### src/rtl/sbsram_pkg.sv
package sbsram_pkg;
  typedef enum logic [2:0] {
    CY_NOP    = 3'd0,
    CY_BEG_RD = 3'd1,
    CY_BEG_WR = 3'd2,
    CY_CON_RD = 3'd3,
    CY_CON_WR = 3'd4,
    CY_SUS_RD = 3'd5,
    CY_SUS_WR = 3'd6
  } cyc_e;
endpackage

### src/rtl/sbsram_wr_decode.sv
module sbsram_wr_decode #(
  parameter int LANES = 4
) (
  input  logic             wr_all_n,
  input  logic             wr_byte_n,
  input  logic [LANES-1:0] lane_n,
  output logic [LANES-1:0] lane_mask,
  output logic             is_write
);
  for (genvar g = 0; g < LANES; g++) begin : g_lane
    assign lane_mask[g] = !wr_all_n || (!wr_byte_n && !lane_n[g]);
  end
  assign is_write = |lane_mask;
endmodule

### src/rtl/sbsram_cycle_class.sv
module sbsram_cycle_class
  import sbsram_pkg::*;
(
  input  logic en_main_n,
  input  logic en_hi,
  input  logic en_aux_n,
  input  logic strb_host_n,
  input  logic strb_ctl_n,
  input  logic burst_next_n,
  input  logic is_write,
  input  logic burst_act,
  input  logic burst_wr,
  output cyc_e nxt
);
  logic full_en;
  assign full_en = !en_main_n && en_hi && !en_aux_n;

  always_comb begin
    nxt = CY_NOP;
    if (en_main_n && !strb_ctl_n) begin
      nxt = CY_NOP;
    end else if (!en_main_n && (!strb_host_n || !strb_ctl_n)) begin
      if (!full_en)          nxt = CY_NOP;
      else if (!strb_host_n) nxt = CY_BEG_RD;
      else if (is_write)     nxt = CY_BEG_WR;
      else                   nxt = CY_BEG_RD;
    end else if (burst_act) begin
      if (!burst_next_n) nxt = burst_wr ? CY_CON_WR : CY_CON_RD;
      else               nxt = burst_wr ? CY_SUS_WR : CY_SUS_RD;
    end
  end
endmodule

### src/rtl/sbsram_burst_state.sv
module sbsram_burst_state
  import sbsram_pkg::*;
#(
  parameter int LANES = 4
) (
  input  logic             clk,
  input  logic             rst,
  input  cyc_e             nxt,
  input  logic [LANES-1:0] lane_mask,
  output cyc_e             cyc_q,
  output logic             rd_q,
  output logic [LANES-1:0] we_q,
  output logic             load_q,
  output logic             step_q,
  output logic             act_q,
  output logic             wr_q
);
  logic nxt_wr_type;
  logic nxt_rd_type;
  assign nxt_wr_type = (nxt == CY_BEG_WR) || (nxt == CY_CON_WR) || (nxt == CY_SUS_WR);
  assign nxt_rd_type = (nxt == CY_BEG_RD) || (nxt == CY_CON_RD) || (nxt == CY_SUS_RD);

  always_ff @(posedge clk) begin
    if (rst) begin
      cyc_q  <= CY_NOP;
      rd_q   <= 1'b0;
      we_q   <= '0;
      load_q <= 1'b0;
      step_q <= 1'b0;
      act_q  <= 1'b0;
      wr_q   <= 1'b0;
    end else begin
      cyc_q  <= nxt;
      rd_q   <= nxt_rd_type;
      we_q   <= nxt_wr_type ? lane_mask : '0;
      load_q <= (nxt == CY_BEG_RD) || (nxt == CY_BEG_WR);
      step_q <= (nxt == CY_CON_RD) || (nxt == CY_CON_WR);
      act_q  <= (nxt != CY_NOP);
      if (nxt == CY_BEG_WR)      wr_q <= 1'b1;
      else if (nxt == CY_BEG_RD) wr_q <= 1'b0;
    end
  end

  // a continue or suspend keeps the direction the burst began with
  assert_dir_kept_R7: assert property (@(posedge clk) disable iff (rst)
    ($past(act_q) && !load_q && act_q) |-> (wr_q == $past(wr_q)));

  // read and write never share a cycle
  assert_rd_we_excl_R6: assert property (@(posedge clk) disable iff (rst)
    !(rd_q && (|we_q)));

  // load and step are exclusive
  assert_load_step_excl_R7: assert property (@(posedge clk) disable iff (rst)
    !(load_q && step_q));
endmodule

### src/rtl/sbsram_cmd_decoder.sv
module sbsram_cmd_decoder
  import sbsram_pkg::*;
#(
  parameter int LANES = 4
) (
  input  logic             clk,
  input  logic             rst,
  input  logic             en_main_n,
  input  logic             en_hi,
  input  logic             en_aux_n,
  input  logic             strb_host_n,
  input  logic             strb_ctl_n,
  input  logic             burst_next_n,
  input  logic             wr_all_n,
  input  logic             wr_byte_n,
  input  logic [LANES-1:0] lane_n,
  input  logic             out_en_n,
  output logic [2:0]       cyc_code,
  output logic             arr_rd,
  output logic [LANES-1:0] arr_we,
  output logic             addr_load,
  output logic             addr_step,
  output logic             bus_drive,
  output logic             burst_wr
);
  logic [LANES-1:0] lane_mask;
  logic             is_write;
  cyc_e             nxt;
  cyc_e             cyc_q;
  logic             act_q;

  sbsram_wr_decode #(.LANES(LANES)) u_wdec (
    .wr_all_n (wr_all_n),
    .wr_byte_n(wr_byte_n),
    .lane_n   (lane_n),
    .lane_mask(lane_mask),
    .is_write (is_write)
  );

  sbsram_cycle_class u_cls (
    .en_main_n   (en_main_n),
    .en_hi       (en_hi),
    .en_aux_n    (en_aux_n),
    .strb_host_n (strb_host_n),
    .strb_ctl_n  (strb_ctl_n),
    .burst_next_n(burst_next_n),
    .is_write    (is_write),
    .burst_act   (act_q),
    .burst_wr    (burst_wr),
    .nxt         (nxt)
  );

  sbsram_burst_state #(.LANES(LANES)) u_st (
    .clk      (clk),
    .rst      (rst),
    .nxt      (nxt),
    .lane_mask(lane_mask),
    .cyc_q    (cyc_q),
    .rd_q     (arr_rd),
    .we_q     (arr_we),
    .load_q   (addr_load),
    .step_q   (addr_step),
    .act_q    (act_q),
    .wr_q     (burst_wr)
  );

  assign cyc_code  = cyc_q;
  assign bus_drive = arr_rd && !out_en_n;

  // bus never driven while any lane is written
  always_comb begin
    if (!rst && (|arr_we)) assert_no_drive_on_write_R9: assert (!bus_drive);
  end

  // first enable high with controller strobe low is a no-operation
  assert_desel_ctl_R2: assert property (@(posedge clk) disable iff (rst)
    ($past(en_main_n) && !$past(strb_ctl_n)) |-> (cyc_code == 3'd0 && !arr_rd && arr_we == '0));

  // processor strobe with full enable always begins a read
  assert_host_read_R4: assert property (@(posedge clk) disable iff (rst)
    ($past(!en_main_n && en_hi && !en_aux_n && !strb_host_n)) |-> (cyc_code == 3'd1 && addr_load));

  // first edge after reset is idle
  assert_reset_idle_R1: assert property (@(posedge clk) disable iff (rst)
    $past(rst) |-> (cyc_code == 3'd0 && !arr_rd && arr_we == '0 && !addr_load && !addr_step));
endmodule

### config.mk
export PLATFORM = sky130hd
export DESIGN_NAME = sbsram_cmd_decoder
export DESIGN_NICKNAME = d
export VERILOG_FILES = /design/src/rtl/sbsram_pkg.sv /design/src/rtl/sbsram_wr_decode.sv /design/src/rtl/sbsram_cycle_class.sv /design/src/rtl/sbsram_burst_state.sv /design/src/rtl/sbsram_cmd_decoder.sv
export SDC_FILE = /design/constraint.sdc
export NUM_CORES = 1
export LEC_CHECK = 0
export ABC_AREA = 1
export BUFFER_PORTS_ARGS = -buffer_cell sky130_fd_sc_hd__buf_2
export CAP_MARGIN = 20
export CORE_AREA = 2 2 39 41
export DETAILED_ROUTE_END_ITERATION = 10
export DIE_AREA = 0 0 41 43
export GPL_ROUTABILITY_DRIVEN = 0
export HOLD_SLACK_MARGIN = 0.05
export PLACE_DENSITY = 0.78
export SYNTH_ARGS = -nofsm -noshare
export SYNTH_HDL_FRONTEND = slang
export SYNTH_SLANG_ARGS = --single-unit
### constraint.sdc
create_clock -name clk -period 2 [get_ports clk]
set_input_delay 0.4 -clock clk [delete_from_list [all_inputs] [get_ports clk]]
set_output_delay 0.4 -clock clk [all_outputs]
set_load 0.01 [all_outputs]
==> results of run 1 <==
==> layout by cell type, fill, tap and decap left out, drive strengths merged <==
master,synthesis,routed
inv,11,11
a31oi,1,1
nor2,20,20
clkbuf,0,4
or2,1,1
nand4,1,1
nand3,5,5
nand2,12,12
nor3,2,2
buf,0,26
dfxtp,12,12
clkinv,1,1
o21ai,1,1
a21oi,3,3
ha,1,1
==> logic make-up (layout without fill, tap and decap cells) <==
group	Yosys count	in the layout
DFF	12	12
adders and majority gates	1	1
AOI/OAI and AO/OA	5	5
buffers and inverters	12	42
and+or+nand+nor	41	41
==> critical path, cell delays in order (launching register included) <==
cell and delay, ns:
dfxtp_1 0.35, inv_1 0.07, ha_1 0.26, nor2_1 0.10
nand3_1 0.12, nand2_4 0.12, inv_4 0.05, nor2_4 0.10
o21ai_4 0.08, nor2_2 0.08
==> per-layer routing <==
layer / vias to the layer above / GRT usage, %
li1: 280 / -
met1: 244 / 17.38
met2: 21 / 23.13
met5: - / 0
met4: 0 / 8.000
met3: 2 / 7.330
==> final cells by class <==
class	instances	area share, %
Tap cell	16	2.544
Timing Repair Buffer	26	16.53
Multi-Input combinational cell	47	39.11
Sequential cell	12	30.52
Clock buffer	4	4.610
Inverter	12	6.677
==> sequential cells by signal (all words and copies together), names as in the netlist <==
signal / count
u_st.load_q: 1
u_st.step_q: 1
u_st.rd_q: 1
u_st.act_q: 1
u_st.we_q: 4
u_st.cyc_q: 3
u_st.wr_q: 1
==> stage by stage <==
step | setup WS, ns | hold WS (ns) | power (W)
floorplan | 0.6336 | 0.4691 | 0.0003013
global placement | 0.5081 | 0.4652 | 0.0003281
detailed placement | 0.4925 | 0.4813 | 0.0003305
CTS | 0.5723 | 0.3937 | 0.0005246
global route | 0.4441 | 0.3980 | 0.0005513
finish | 0.5937 | 0.3976 | 0.0005161
==> synth_stat cells, drive strengths merged <==
| library cell | number | share of area [%] |
|---|---|---|
| or2 | 1 | 1.0 |
| nor2 | 20 | 19 |
| clkinv | 1 | 1.5 |
| nand3 | 5 | 7.5 |
| a21oi | 3 | 2.5 |
| nand4 | 1 | 1.0 |
| a31oi | 1 | 1.0 |
| nand2 | 12 | 11 |
| ha | 1 | 2.1 |
| dfxtp | 12 | 40 |
| inv | 11 | 7.3 |
| o21ai | 1 | 2.7 |
| nor3 | 2 | 3.3 |
==> worst paths after layout <==
| path | from | to | slack (ns) | depth (start not counted) |
|---|---|---|---|---|
| worst max register to register | u_st.wr_q$_SDFFE_PP0P_ | u_st.we_q[3]$_SDFF_PP0_ | 0.59 | 9 |
| worst max-delay path | u_st.wr_q$_SDFFE_PP0P_ | u_st.we_q[3]$_SDFF_PP0_ | 0.59 | 9 |
| worst min-delay path | rst | u_st.wr_q$_SDFFE_PP0P_ | 0.40 | 2 |
| worst min register to register | u_st.wr_q$_SDFFE_PP0P_ | u_st.wr_q$_SDFFE_PP0P_ | 0.49 | 2 |
==> report_power, final <==
part           total [W]  internal, W  leakage (nW)  switching (W)
combinational  0.0000764    0.0000313         0.272      0.0000451
sequential      0.000248     0.000246        0.0972     0.00000207
clock           0.000192     0.000111        0.0210      0.0000814
==> results.tsv, run 1 <==
metric	value	unit
Post-Syn Area	600.6	um^2
Synth Area in Simple Gates	42.92	%
largest net degree at the start of global routing	8	
Post-DRT Antenna Nets	0	
Synth Area in Compound Gates	6.250	%
number of synthesized register bits	12	
Power Density	655.8	mW/mm^2
CTS Buffer Depth	2	
# DRC	0	
PostCTS Resize Cnt	0	
core area	0.001384	mm^2
xor/xnor share of the synthesized area	0	%
Ys Warns	0	
Port-buffer cells	26	
CP required	2.21	ns
Final setup violation count	0	
RSZ-0062 raised after global routing	false	
Adder-Cell Fraction of Synth Area	2.083	%
Std-Cell Rows	14	
Final Hold Fails	0	
DP Area	750.7	um^2
Highest Signal Layer	met4	
GRT Util Overall	15.45	%
initial core utilization	43.40	%
Die Area	0.001763	mm^2
Layout area overhead	31.04	%
largest family of logic cells by synthesized area	simple AND/OR/NAND/NOR gates	
routed wire length per instance	8.991	um
WP data arrival	1.62	ns
clk slew on worst S/H paths	0.08	ns
Synth cell types	20	
mux share of post-synthesis cell area	0	%
Placed Instances	113	
Vias/cell	4.675	
Setup CP Type	reg -> reg	
total clock sinks	12	
crit end category	flop	
Post-Syn Instances	71	
GRT overflow	0	
I/O pin count	27	
total area of sequential cells	240.2	um^2
crit path launch type	flop	
H-tree Lvls	1	
post-cts hold buffer count	0	
first-pass GRT wire length	1828	um
final core utilization	56.87	%
Min-Delay Path Class	in -> reg	
number of max-cap violations	0	
DR WL met2	520	um
via count of the routed design	547	
CTS root buf	clkbuf_4	
Post-Syn Nets	87	
setup TNS	0	ns
TritonCTS Buffers	3	
Final Non-Filler Cells	117	
fmax	0.7111	GHz
Relative slew margins	86.20	%
layout cells sized above 1	54.46	%
status	completed	
maximum fanout along the worst path	5	
Tcrit/Tclk final	70.31	%
Nets	118	
met3 wire length	105	um
P_leak	0.3899	nW
Post-CTS Setup Inserts	0	
vias in the first global route	445	
pin slew with the least headroom to its limit	0.2062	ns
# diodes	0	
min cycle time layout	1.406	ns
width of the chip	41	um
worst skew pair latency	0.28	ns
Chip Height	43	um
sequential share of the synthesized area	40.00	%
Worst VDD drop	488.9	uV
initial antenna violation count	0	
Clock Skews	0.01001	ns
TritonRoute pass-1 iters	4	
Mean Syn Cell Area	8.459	um^2
Final Cell Area	787.0	um^2
CTS tree	yes	
Initial DRC Count	3	
met1 WL	414	um
final WL	1052	um
Max Transition Viols Final	0	
Filler cells	138	
footprint of the multi-input gates	307.8	um^2
DP HPWL	893.6	um
(Power assumes the default switching activity.)
==> run 2: changes to the inputs <==
--- a/config.mk
+++ b/config.mk
@@ -8,12 +8,12 @@
 export ABC_AREA = 1
 export BUFFER_PORTS_ARGS = -buffer_cell sky130_fd_sc_hd__buf_2
 export CAP_MARGIN = 20
-export CORE_AREA = 2 2 39 41
+export CORE_AREA = 2 2 40 42
 export DETAILED_ROUTE_END_ITERATION = 10
-export DIE_AREA = 0 0 41 43
+export DIE_AREA = 0 0 42 44
 export GPL_ROUTABILITY_DRIVEN = 0
 export HOLD_SLACK_MARGIN = 0.05
-export PLACE_DENSITY = 0.78
+export PLACE_DENSITY = 0.75
 export SYNTH_ARGS = -nofsm -noshare
 export SYNTH_HDL_FRONTEND = slang
 export SYNTH_SLANG_ARGS = --single-unit
==> constraint.sdc (replaced) <==
create_clock -name clk -period 1.3 [get_ports clk]
set_input_delay 0.26 -clock clk [delete_from_list [all_inputs] [get_ports clk]]
set_output_delay 0.26 -clock clk [all_outputs]
set_load 0.01 [all_outputs]
==> results.tsv, run 2 (synthesized netlist as in run 1, its figures left out) <==
metric	value	unit	change
first-pass GRT wire length	1718	um	was 1828 um
Worst VDD drop	613.7	uV	was 488.9 uV
CTS root buf	clkbuf_4		unchanged
# diodes	0		unchanged
crit end category	flop		unchanged
RSZ-0062 raised after global routing	true		was false
post-cts hold buffer count	0		unchanged
Final Hold Fails	0		unchanged
pin slew with the least headroom to its limit	0.2089	ns	was 0.2062 ns
Layout area overhead	39.58	%	was 31.04%
DP Area	782.0	um^2	was 750.7 um^2
Top Registers	u_st.we_q x4, u_st.cyc_q x3		unchanged
total clock sinks	12		unchanged
setup TNS	-0.05274	ns	was 0 ns
CP peak stage delay	0.33	ns	was 0.35 ns
Chip Height	44	um	was 43 um
# DRC	0		unchanged
Final Cell Area	838.3	um^2	was 787.0 um^2
Clock Skews	0.003234	ns	was 0.01001 ns
Largest register FFs	4		unchanged
via count of the routed design	546		was 547
most common cell after layout, fill and taps aside	buf_2		unchanged
routed wire length per instance	8.756	um	was 8.991 um
Setup CP Type	reg -> reg		unchanged
vias in the first global route	469		was 445
min cycle time layout	1.318	ns	was 1.406 ns
GRT Util Overall	12.52	%	was 15.45%
worst hold stages	2		unchanged
initial core utilization	42.33	%	was 43.40%
Power Total	0.0007969	W	was 0.0005161 W
Relative slew margins	86.02	%	was 86.20%
Hold Crit Endpoint	u_st.wr_q$_SDFFE_PP0P_		unchanged
Std-Cell Rows	14		unchanged
final worst setup slack	-0.01802	ns	was 0.5937 ns
number of max-cap violations	0		unchanged
largest net degree at the start of global routing	8		unchanged
TritonRoute pass-1 iters	2		was 4
most frequent cells in the layout	26 x buf_2, 11 x dfxtp_1, 9 x nor2_1		was 26 x buf_2, 12 x dfxtp_1, 11 x nor2_1
worst r2r dst	u_st.we_q[0]$_SDFF_PP0_		was u_st.we_q[3]$_SDFF_PP0_
P_leak	0.3989	nW	was 0.3899 nW
CP required	1.46	ns	was 2.21 ns
FF-to-FF setup slack	-0.02	ns	was 0.59 ns
crit path cell chain	inv_2, ha_4, nor2_4, nand3_2, nand2_4, inv_6, nor2_4, o21ai_4, nor2_2		was inv_1, ha_1, nor2_1, nand3_1, nand2_4, inv_4, nor2_4, o21ai_4, nor2_2
Final setup violation count	3		was 0
slowest CP cell	dfxtp_2		was dfxtp_1
Placed Instances	115		was 113
worst r2r path cells	9		unchanged
most flop-heavy register	u_st.we_q		unchanged
Initial DRC Count	2		was 3
TritonCTS Buffers	3		unchanged
layout cells sized above 1	61.17	%	was 54.46%
CTS Buffer Depth	2		unchanged
WP data arrival	1.48	ns	was 1.62 ns
violated checks	setup timing		
width of the chip	42	um	was 41 um
status	finished with violations		was completed
Port-buffer cells	26		unchanged
worst skew pair latency	0.27	ns	was 0.28 ns
Max Transition Viols Final	0		unchanged
crit path launch type	flop		unchanged
Vias/cell	4.588		was 4.675
Post-CTS Setup Inserts	0		unchanged
Final Non-Filler Cells	119		was 117
Filler cells	131		was 138
clk slew on worst S/H paths	0.07	ns	was 0.08 ns
DP HPWL	888.7	um	was 893.6 um
Power Density	950.6	mW/mm^2	was 655.8 mW/mm^2
CP Buf/Inv Count	2		unchanged
final core utilization	59.08	%	was 56.87%
Nets	120		was 118
I/O pin count	27		unchanged
H-tree Lvls	1		unchanged
Post-DRT Antenna Nets	0		unchanged
GRT overflow	0		unchanged
core area	0.001419	mm^2	was 0.001384 mm^2
RR Startpoint	u_st.wr_q$_SDFFE_PP0P_		unchanged
CTS tree	yes		unchanged
CP top delay family	flip-flops		was simple AND/OR/NAND/NOR gates
fmax	0.7587	GHz	was 0.7111 GHz
maximum fanout along the worst path	5		unchanged
Tcrit/Tclk final	101.4	%	was 70.31%
final WL	1042	um	was 1052 um
Min-Delay Path Class	in -> reg		unchanged
Hold Path Origin	rst		unchanged
Crit path top cell by count	nor2_4		
Die Area	0.001848	mm^2	was 0.001763 mm^2
initial antenna violation count	0		unchanged
## run 2: cell count changes in the layout (fill, tap and decap cells not counted), sizes merged
cell	delta
buf	+2
## run 2: how the worst max path moves through the flow
stage,startpoint,end,slack (ns),cells after the start
final,u_st.wr_q$_SDFFE_PP0P_,u_st.we_q[0]$_SDFF_PP0_,-0.02,9
after global routing,u_st.wr_q$_SDFFE_PP0P_,u_st.we_q[1]$_SDFF_PP0_,-0.05,9
after CTS,u_st.wr_q$_SDFFE_PP0P_,u_st.we_q[2]$_SDFF_PP0_,-0.03,9
after detailed placement,burst_next_n,u_st.we_q[0]$_SDFF_PP0_,-0.05,10
after global placement,burst_next_n,u_st.we_q[1]$_SDFF_PP0_,-0.04,10
after floorplan,u_st.wr_q$_SDFFE_PP0P_,u_st.we_q[0]$_SDFF_PP0_,-0.006,9
## run 2: through the flow
step	hold WS, ns	setup WS (ns)
floorplan	0.3217	-0.005521
global placement	0.5333	-0.04186
detailed placement	0.5300	-0.05490
CTS	0.2442	-0.02872
global route	0.2539	-0.05219
finish	0.2697	-0.01802
## run 2: routing by layer
metal / global-route usage [%] / up-vias / share of wire (%)
met3: 7.917 / 0 / 9.1
met4: 1.935 / 0 / 0
met5: 0 / - / 0
met2: 23.44 / 20 / 53
met1: 11.73 / 244 / 37
li1: - / 282 / -
## run 2: repair_timing
item / 4_1_cts / 5_1_grt
pin swaps: 0 / 9
gates resized for setup: 0 / 5
setup endpoints to repair: 4 / 5
## run 2: layout make-up
cell class	count	area [um^2]	share of cell area (%)
Timing Repair Buffer	28	145.1	17.31
Clock buffer	4	36.28	4.328
Tap cell	16	20.02	2.388
Inverter	12	55.05	6.567
Multi-Input combinational cell	47	340.3	40.60
Sequential cell	12	241.5	28.81
## run 2: power by group
group / leakage (nW) / internal (W) / switching (W)
sequential: 0.0976 / 0.000378 / 0.00000309
combinational: 0.280 / 0.0000565 / 0.0000753
clock: 0.0210 / 0.000170 / 0.000114
total: 0.399 / 0.000605 / 0.000192
